File: src/rtl/i2c_tgt_pkg.sv
package i2c_tgt_pkg;

    localparam logic [4:0] ADDR_HI     = 5'b01010;
    localparam logic [4:0] TENBIT_HDR  = 5'b11110;
    localparam logic [4:0] MCODE_HDR   = 5'b00001;
    localparam logic [6:0] DEVID_ADDR  = 7'b1111100;

    typedef enum logic [2:0] {
        ST_IDLE, ST_ADDR, ST_ACK, ST_WR, ST_RD, ST_MACK, ST_WAIT
    } st_e;

    typedef struct packed {
        logic [1:0] addr_lo;
        logic       hs_en;
        logic       srst_en;
        logic       id_en;
    } cfg_t;

    typedef struct packed {
        st_e        st;
        logic [3:0] cnt;
        logic [7:0] sh;
        logic       ack;
        logic       rd;
        logic       is_id;
        logic [1:0] id_idx;
        logic       mc;
        logic       hs;
        logic       busy;
        logic       oe;
        logic       rxv;
        logic       txr;
        logic [7:0] tx_buf;
        logic       scl_p;
        logic       sda_p;
    } ctx_t;

endpackage

File: src/rtl/i2c_tgt_filt.sv
module i2c_tgt_filt #(
    parameter int FILT_CYC = 4
) (
    input  logic clk,
    input  logic rst_n,
    input  logic din_i,
    output logic dout_o
);
    localparam int CNT_W = $clog2(FILT_CYC + 1);
    localparam logic [CNT_W-1:0] CNT_LAST = CNT_W'(FILT_CYC - 1);

    logic [1:0]       sync_d, sync_q;
    logic [CNT_W-1:0] cnt_d, cnt_q;
    logic             out_d, out_q;

    always_comb begin
        sync_d = {sync_q[0], din_i};
        cnt_d  = '0;
        out_d  = out_q;
        if (sync_q[1] != out_q) begin
            if (cnt_q == CNT_LAST) begin
                out_d = sync_q[1];
            end else begin
                cnt_d = cnt_q + 1'b1;
            end
        end
    end

    always_ff @(posedge clk or negedge rst_n) begin
        if (!rst_n) begin
            sync_q <= 2'b11;
            cnt_q  <= '0;
            out_q  <= 1'b1;
        end else begin
            sync_q <= sync_d;
            cnt_q  <= cnt_d;
            out_q  <= out_d;
        end
    end

    assign dout_o = out_q;
endmodule

File: src/rtl/i2c_tgt_cfg.sv
module i2c_tgt_cfg
    import i2c_tgt_pkg::*;
(
    input  logic clk,
    input  logic rst_n,
    input  logic busy_i,
    input  cfg_t req_i,
    output cfg_t act_o
);
    cfg_t act_d, act_q;

    always_comb begin
        act_d = busy_i ? act_q : req_i;
    end

    always_ff @(posedge clk or negedge rst_n) begin
        if (!rst_n) act_q <= '0;
        else        act_q <= act_d;
    end

    assign act_o = act_q;
endmodule

File: src/rtl/i2c_tgt_hs.sv
module i2c_tgt_hs
    import i2c_tgt_pkg::*;
#(
    parameter int          FILT_CYC = 4,
    parameter logic [23:0] DEV_ID   = 24'h0A52C3
) (
    input  logic       clk,
    input  logic       rst_n,
    input  logic       scl_i,
    input  logic       sda_i,
    output logic       sda_oe_o,
    output logic       hs_pad_o,
    output logic       busy_o,
    input  logic [1:0] cfg_addr_lo_i,
    input  logic       cfg_hs_en_i,
    input  logic       cfg_srst_en_i,
    input  logic       cfg_id_en_i,
    input  logic       soft_rst_i,
    output logic       rx_valid_o,
    output logic [7:0] rx_data_o,
    output logic       tx_req_o,
    input  logic       tx_ack_i,
    input  logic [7:0] tx_data_i
);
    localparam int NLINES = 2;

    logic [NLINES-1:0] raw, filt;
    logic scl_f, sda_f;
    logic scl_rise, scl_fall, start_det, stop_det;
    cfg_t req, act;
    ctx_t d, q;

    assign raw = {scl_i, sda_i};

    for (genvar g = 0; g < NLINES; g++) begin : g_line
        i2c_tgt_filt #(.FILT_CYC(FILT_CYC)) u_filt (
            .clk    (clk),
            .rst_n  (rst_n),
            .din_i  (raw[g]),
            .dout_o (filt[g])
        );
    end

    assign scl_f = filt[1];
    assign sda_f = filt[0];

    assign req = '{addr_lo: cfg_addr_lo_i, hs_en: cfg_hs_en_i,
                   srst_en: cfg_srst_en_i, id_en: cfg_id_en_i};

    i2c_tgt_cfg u_cfg (
        .clk    (clk),
        .rst_n  (rst_n),
        .busy_i (q.busy),
        .req_i  (req),
        .act_o  (act)
    );

    assign scl_rise  = scl_f & ~q.scl_p;
    assign scl_fall  = ~scl_f & q.scl_p;
    assign start_det = scl_f & q.scl_p & q.sda_p & ~sda_f;
    assign stop_det  = scl_f & q.scl_p & ~q.sda_p & sda_f;

    function automatic ctx_t idle_ctx();
        ctx_t c;
        c.st     = ST_IDLE;
        c.cnt    = '0;
        c.sh     = '0;
        c.ack    = 1'b0;
        c.rd     = 1'b0;
        c.is_id  = 1'b0;
        c.id_idx = '0;
        c.mc     = 1'b0;
        c.hs     = 1'b0;
        c.busy   = 1'b0;
        c.oe     = 1'b0;
        c.rxv    = 1'b0;
        c.txr    = 1'b0;
        c.tx_buf = 8'hFF;
        c.scl_p  = 1'b1;
        c.sda_p  = 1'b1;
        return c;
    endfunction

    function automatic logic [7:0] id_byte(input logic [1:0] idx);
        case (idx)
            2'd0:    return DEV_ID[23:16];
            2'd1:    return DEV_ID[15:8];
            2'd2:    return DEV_ID[7:0];
            default: return 8'hFF;
        endcase
    endfunction

    logic [7:0] in_byte, out_byte;
    logic       hit_own, hit_id, is_mc;

    assign in_byte  = {q.sh[6:0], sda_f};
    assign hit_own  = (in_byte[7:1] == {ADDR_HI, act.addr_lo});
    assign hit_id   = act.id_en && (in_byte[7:1] == DEVID_ADDR);
    assign is_mc    = (in_byte[7:3] == MCODE_HDR);
    assign out_byte = q.is_id ? id_byte(q.id_idx) : q.tx_buf;

    always_comb begin
        d     = q;
        d.rxv = 1'b0;
        if (tx_ack_i && q.txr) begin
            d.tx_buf = tx_data_i;
            d.txr    = 1'b0;
        end
        if (soft_rst_i && act.srst_en) begin
            d = idle_ctx();
        end else if (stop_det) begin
            d.st   = ST_IDLE;
            d.busy = 1'b0;
            d.hs   = 1'b0;
            d.mc   = 1'b0;
            d.oe   = 1'b0;
            d.txr  = 1'b0;
        end else if (start_det) begin
            d.st  = ST_ADDR;
            d.cnt = '0;
            d.oe  = 1'b0;
            if (q.mc) begin
                d.hs = 1'b1;
                d.mc = 1'b0;
            end
        end else begin
            case (q.st)
                ST_ADDR: begin
                    if (scl_rise) begin
                        d.sh  = in_byte;
                        d.cnt = q.cnt + 4'd1;
                        if (q.cnt == 4'd7) begin
                            d.ack    = hit_own | hit_id;
                            d.busy   = hit_own | hit_id;
                            d.rd     = in_byte[0];
                            d.is_id  = hit_id;
                            d.id_idx = '0;
                            if (is_mc && act.hs_en) d.mc = 1'b1;
                            if (hit_own && in_byte[0]) begin
                                d.txr    = 1'b1;
                                d.tx_buf = 8'hFF;
                            end
                        end
                    end else if (scl_fall && q.cnt == 4'd8) begin
                        d.cnt = '0;
                        if (q.ack) begin
                            d.st = ST_ACK;
                            d.oe = 1'b1;
                        end else begin
                            d.st = ST_WAIT;
                        end
                    end
                end
                ST_ACK: begin
                    if (scl_fall) begin
                        d.cnt = '0;
                        if (q.rd) begin
                            d.st = ST_RD;
                            d.sh = out_byte;
                            d.oe = ~out_byte[7];
                            if (q.is_id && q.id_idx != 2'd3)
                                d.id_idx = q.id_idx + 2'd1;
                        end else begin
                            d.st = ST_WR;
                            d.oe = 1'b0;
                        end
                    end
                end
                ST_WR: begin
                    if (scl_rise) begin
                        d.sh  = in_byte;
                        d.cnt = q.cnt + 4'd1;
                        if (q.cnt == 4'd7) d.rxv = ~q.is_id;
                    end else if (scl_fall && q.cnt == 4'd8) begin
                        d.st = ST_ACK;
                        d.oe = 1'b1;
                    end
                end
                ST_RD: begin
                    if (scl_rise) begin
                        d.cnt = q.cnt + 4'd1;
                        if (q.cnt == 4'd7 && !q.is_id) begin
                            d.txr    = 1'b1;
                            d.tx_buf = 8'hFF;
                        end
                    end else if (scl_fall) begin
                        if (q.cnt == 4'd8) begin
                            d.st  = ST_MACK;
                            d.cnt = '0;
                            d.oe  = 1'b0;
                        end else begin
                            d.sh = {q.sh[6:0], 1'b0};
                            d.oe = ~q.sh[6];
                        end
                    end
                end
                ST_MACK: begin
                    if (scl_rise) begin
                        d.cnt = 4'd1;
                        d.ack = ~sda_f;
                    end else if (scl_fall && q.cnt == 4'd1) begin
                        d.cnt = '0;
                        if (q.ack) begin
                            d.st = ST_RD;
                            d.sh = out_byte;
                            d.oe = ~out_byte[7];
                            if (q.is_id && q.id_idx != 2'd3)
                                d.id_idx = q.id_idx + 2'd1;
                        end else begin
                            d.st  = ST_WAIT;
                            d.oe  = 1'b0;
                            d.txr = 1'b0;
                        end
                    end
                end
                default: ;
            endcase
        end
        d.scl_p = scl_f;
        d.sda_p = sda_f;
    end

    always_ff @(posedge clk or negedge rst_n) begin
        if (!rst_n) q <= idle_ctx();
        else        q <= d;
    end

    assign sda_oe_o   = q.oe;
    assign hs_pad_o   = q.hs;
    assign busy_o     = q.busy;
    assign rx_valid_o = q.rxv;
    assign rx_data_o  = q.sh;
    assign tx_req_o   = q.txr;
endmodule

File: config.mk
export PLATFORM = sky130hd
export DESIGN_NAME = i2c_tgt_hs
export DESIGN_NICKNAME = d
export VERILOG_FILES = /design/src/rtl/i2c_tgt_pkg.sv /design/src/rtl/i2c_tgt_filt.sv /design/src/rtl/i2c_tgt_cfg.sv /design/src/rtl/i2c_tgt_hs.sv
export SDC_FILE = /design/constraint.sdc
export NUM_CORES = 1
export LEC_CHECK = 0
export ABC_AREA = 0
export BUFFER_PORTS_ARGS = -buffer_cell sky130_fd_sc_hd__buf_2
export CORE_UTILIZATION = 35
export CTS_CLUSTER_SIZE = 14
export DETAILED_ROUTE_END_ITERATION = 12
export PLACE_DENSITY = 0.61
export SETUP_SLACK_MARGIN = 0.5
export SKIP_CTS_REPAIR_TIMING = 1
export SLEW_MARGIN = 20
export SYNTH_ARGS = -nofsm -noshare
export SYNTH_HDL_FRONTEND = slang
export SYNTH_SLANG_ARGS = --single-unit
export TNS_END_PERCENT = 1
File: constraint.sdc
create_clock -name clk -period 6.1 [get_ports clk]
set_clock_uncertainty 0.15 [all_clocks]
set_input_delay 1.525 -clock clk [delete_from_list [all_inputs] [get_ports clk]]
set_output_delay 1.525 -clock clk [all_outputs]
set_load 0.02 [all_outputs]
# Word level (Yosys, flattened, before mapping)
# Cells that the tools add are included.
[classes]
mux = 89
eq_ne = 50
n_addsub = 4
bitwise_logic = 15
reduce_logical = 40
[op_table]
columns = ["op", "count"]
rows = [
  ["$ne 5x5->1 const B", 15],
  ["$pmux 15 s5", 1],
  ["$mux 8", 7],
  ["$mux 9", 6],
  ["$mux 15", 3],
  ["$mux 3", 12],
  ["$ne 3x3->1 const B", 12],
  ["$mux 34", 1],
  ["$mux 1", 32],
  ["$pmux 8 s3", 1],
  ["$reduce_and 11->1", 2],
  ["$mux 7", 3],
  ["$reduce_bool 4->1", 5],
  ["$reduce_bool 3->1", 6],
  ["$mux 17", 1],
  ["$mux 2", 8],
  ["$mux 4", 4],
  ["$pmux 8 s2", 1],
  ["$mux 14", 1],
  ["$mux 13", 1],
  ["$reduce_and 13->1", 1],
  ["$eq 3x2->1 const B", 4],
  ["$mux 12", 1],
  ["$mux 10", 1],
  ["other kinds (39)", 69],
]
[word_totals]
output_inout_bits = 13
word_cells = 224
register_bits = 53
in_bits = 19

# Logic depth before layout (Yosys ltp)
[depth]
depth_word = 11
mapped_depth = 9
depth_no_buf = 7

# Modules after synthesis
# From an unflattened synthesis, not the netlist that was laid out.
[unflattened]
hier_cells = 351
hier_area_um2 = 3398.3
[modules_own_cells]
columns = ["module", "seq_area_each_um2", "cells_each", "n_inst", "area_per_inst_um2"]
rows = [
  ["i2c_tgt_hs", 913.4, 315, 1, 2776.4],
  ["i2c_tgt_filt", 153.9, 13, 2, 220.2],
  ["i2c_tgt_cfg", 125.1, 10, 1, 181.4],
]

# Least setup slack after synthesis
# OpenSTA, ideal clock, no wires.
[synth_path]
kind = "in2reg"
startpoint = "input port soft_rst_i"
endpoint = "register q[33] (netlist name)"
path_buffers = 0
setup_ns = 0.125
cell_stages = 5
slack_ns = 3.442
arrival_time_ns = 2.383
t_required_ns = 5.825
path_cell_list = "nand2_1 o31ai_1 o21ai_2 a2bb2oi_2 mux2_2"
[synth_between]
elab_chain_len = 3
elab_cells_between_ends = 14
classes_between = "eq/ne: 10; mux: 1; reduce/logical: 3"
[synth_rtl]
columns = ["item", "line", "text"]
rows = [
  ["start, declared", "i2c_tgt_hs.sv:18", "input logic soft_rst_i,"],
  ["$logic_and 1x1->1 *", "i2c_tgt_hs.sv:109", "if (soft_rst_i && act.srst_en) begin"],
  ["$ne 5x5->1 (no source line) / $reduce_bool 8->1 (equally long branches)", "-", ""],
  ["$reduce_and 11->1 (no source line)", "-", ""],
  ["end signal, assigned", "i2c_tgt_hs.sv:224", "if (!rst_n) q <= idle_ctx();"],
  ["end, declared", "i2c_tgt_hs.sv:31", "ctx_t d, q;"],
]
# Mark *: on every way between the ends. The rest lies on a longest branch, timed or not.
# A chain may end at the register's enable or synchronous reset.

# Worst setup path after layout
[layout_path]
startpoint = "input port soft_rst_i"
endpoint = "register q, in the netlist sda_oe_o"
# The elaborated chain is that of the path after synthesis.

==> qor.csv <==
stage,metric,value,unit
clock_tree,CTS buffer count,5,
logic_synthesis,simple-gate portion of the synthesized area,23.8,%
run_status,failing checks,DRC,
worst_setup_path,Crit path arrival time,2.93,ns
logic_synthesis,"top cells by count, synth","dfrtp_1 (37), nand3_1 (32), nand2_1 (28), nor2_1 (28), a21oi_1 (20)",
pwr,Power Density,425,nW/um^2
worst_setup_path,crit path cell chain,buf_2 > nand2_1 > nand2_1 > or4_1 > nand3_1,
layout,# diodes,0,
detailed_routing,wire per inst,16.3,microns
grt,largest net degree at the start of global routing,54,
clock_tree,CTS Root Cell,clkbuf_8,
detailed_routing,Avg Vias per Cell,5.57,
grt,vias in the first global route,2457,
clock_tree,Max Buffers Root-to-Sink,2,
sta,hold_ws,0.212,ns
logic_synthesis,"area leader, netlist",dfrtp_1,
logic_synthesis,top-area cell type share of the netlist area,28.8,%
layout,synth-to-layout area growth,8.59,%
sta,RSZ-0062 raised after global routing,no,
sta,crit share post-route,46.5,%
placement,Placer Congestion,0.822,
detailed_routing,# DRC,5,
sta,Fmax achieved,353,MHz
placement,port bufs,31,
grt,first-pass GRT wire length,12.9,mm
pwr,Max VDD drop,0.174,mV
clock_tree,H-tree depth,2,
logic_synthesis,Compound-Gate Fraction of Synth Area,17.0,%
worst_setup_path,Setup crit end kind,flop,
logic_synthesis,combinational family with the most area after synthesis,simple AND/OR/NAND/NOR gates,
die,Initial Util,36.5,%
logic_synthesis,post-synthesis mux area share,4.39,%
placement,post-DP HPWL,5.47,mm
die,core area,8810,sq um
logic_synthesis,leading post-synthesis cells by cell area,"dfrtp_1 (29%), dfstp_2 (13%), ha_1 (5.4%)",
logic_synthesis,adder-cell share of the synthesized area,5.44,%
logic_synthesis,"Top FF cell, synth",dfrtp_1,
detailed_routing,Iteration-0 DRC Markers,201,
sta,worst slew pin tran,0.915,ns
logic_synthesis,count of state elements after synthesis,53,
logic_synthesis,"Seq/Total Area, Yosys",41.8,%
layout,Final nets,395,
worst_setup_path,"slowest stage delay, CP",0.57,ns
detailed_routing,via count,2623,
die,die area,9580,sq um
detailed_routing,ANT nets after route,0,
worst_setup_path,Crit Path Class,primary input to flop,
logic_synthesis,yosys warns,0,
run_status,status,"finished, violations left",
sta,Final min period,2.84,ns
layout,layout cells sized above 1,20.4,%
clock_tree,clk sink count,53,
sta,Final Hold Fails,0,
die,Core Rows,34,
die,Die Y,97.9,microns
detailed_routing,DR pass1 iterations,9,
worst_setup_path,"most used cell, CP",nand2_1,
sta,Slew Limit Fails,0,
worst_setup_path,WP data required,6.20,ns
layout,Final Cell Area,3490,sq um
die,Die X-Extent,97.9,microns
logic_synthesis,XOR/XNOR share of the synthesized area,1.63,%
pwr,total leakage power,1.51,nW
logic_synthesis,most frequent cell after synthesis,dfrtp_1,
logic_synthesis,Synth Instances,349,
detailed_routing,final WL,7.66,mm
logic_synthesis,Post-Syn Nets,382,
worst_setup_path,Startpoint Class,primary input,
worst_setup_path,slowest cell on the critical path,or4_1,
clock_tree,TritonCTS clock tree,yes,
logic_synthesis,Mapped Area,3220,sq um
layout,Fillers,888,
die,Ports,32,
grt,total gr overflow,0,
grt,antenna violations before repair,0,
worst_setup_path,critical path peak fanout,17,
placement,dpl cell area,3380,sq um
logic_synthesis,"EDFF count, synth",0,
logic_synthesis,"Avg Cell Area, Syn",9.22,sq um
sta,Slew HR,38.9,%
clock_tree,Skew-Pair Late Insertion Delay,0.31,ns
sta,Final Setup Violations,0,
logic_synthesis,Post-synth ARST share,100,%
worst_hold_path,Min-Delay Path Class,flop to flop,
clock_tree,clock-pin transition on the worst setup and hold timing paths,0.10,ns
sta,total negative setup slack,0,ns
logic_synthesis,Cell variety after synth,61,
job,Max-cap violations,0,
grt,GRT Total Usage,16.5,%
stage by stage:
stage          power (W)  setup WS, ns  cells  utilization (%)
2_1_floorplan    0.00109          3.44    349                -
3_3_place_gp     0.00122          3.03    463             38.4
3_5_place_dp     0.00124          2.94    463             38.4
4_1_cts          0.00149          3.25    471             39.7
5_1_grt          0.00160          3.14    471             39.7
6_report         0.00148          3.26    471             39.7
logic make-up after synthesis:
| group | after synthesis |
|---|---|
| compound gates | 79 |
| xor+xnor | 6 |
| fa+ha+maj | 14 |
| mux | 13 |
| buf+inv | 40 |
| simple gates | 144 |
| flops | 53 |
final timing paths:
kind / from / end / slack (ns) / cells past startpoint
hold reg to reg: g_line[0].u_filt.sync_q[0]$_DFF_PN1_ / g_line[0].u_filt.sync_q[1]$_DFF_PN1_ / 0.21 / 0
hold / removal: g_line[0].u_filt.sync_q[0]$_DFF_PN1_ / g_line[0].u_filt.sync_q[1]$_DFF_PN1_ / 0.21 / 0
min in group asynchronous: rst_n / u_cfg.act_o[2]$_DFFE_PN0N_ / 1.17 / 2
max in group asynchronous: rst_n / g_line[0].u_filt.cnt_q[2]$_DFF_PN0_ / 4.18 / 2
setup reg to reg: q[34]$_DFFE_PN0P_ / q[31]$_DFFE_PN0P_ / 3.39 / 7
setup / recovery: soft_rst_i / sda_oe_o$_DFFE_PN0P_ / 3.26 / 5
final cells by class:
class | instances | area [sq um] | share of cell area [%]
clock buffers | 5 | 68.8 | 1.97
clock inverters | 3 | 46.3 | 1.32
inverters | 14 | 52.6 | 1.50
multi-input cells | 256 | 1680 | 48.2
flip-flops and latches | 53 | 1350 | 38.5
well taps | 108 | 135 | 3.87
repair buffers | 32 | 163 | 4.65
worst max-delay path: cells and delay by family:
| kind | cells | cell delay [ns] |
|---|---|---|
| buf+inv | 1 | 0.10 |
| simple gates | 4 | 1.31 |
registers in the layout, summed over array words and instances (netlist names):
signal	cells
busy_o	1
tx_req_o	1
g_line.u_filt.cnt_q	6
g_line.u_filt.dout_o	2
g_line.u_filt.sync_q	4
rx_valid_o	1
hs_pad_o	1
u_cfg.act_o	5
sda_oe_o	1
q	23
rx_data_o	8
cells in the final DEF, fill, tap and decap left out, drive strengths merged, types with 9 or more instances in the layout:
cell	n
nor2	29
nand2	28
mux2	9
a21oi	21
ha	14
o31ai	9
o21ai	13
inv	14
buf	32
dfstp	16
dfrtp	37
nand3	32
metal layers:
metal  global-route usage (%)  share of wire [%]  up-vias
met5                        0                  0        -
met4                     3.96               0.84        0
met3                     3.01                4.3        6
met2                     25.6                 46       67
met1                     23.8                 49     1265
li1                         -                  -     1285
where the power goes:
part	switching, W	internal, W	leakage, nW
clock	0.000121	0.000123	0.0543
combinational	0.000426	0.000276	0.800
sequential	0.000110	0.000429	0.658
Note: power is estimated with default switching activity, not from simulation.
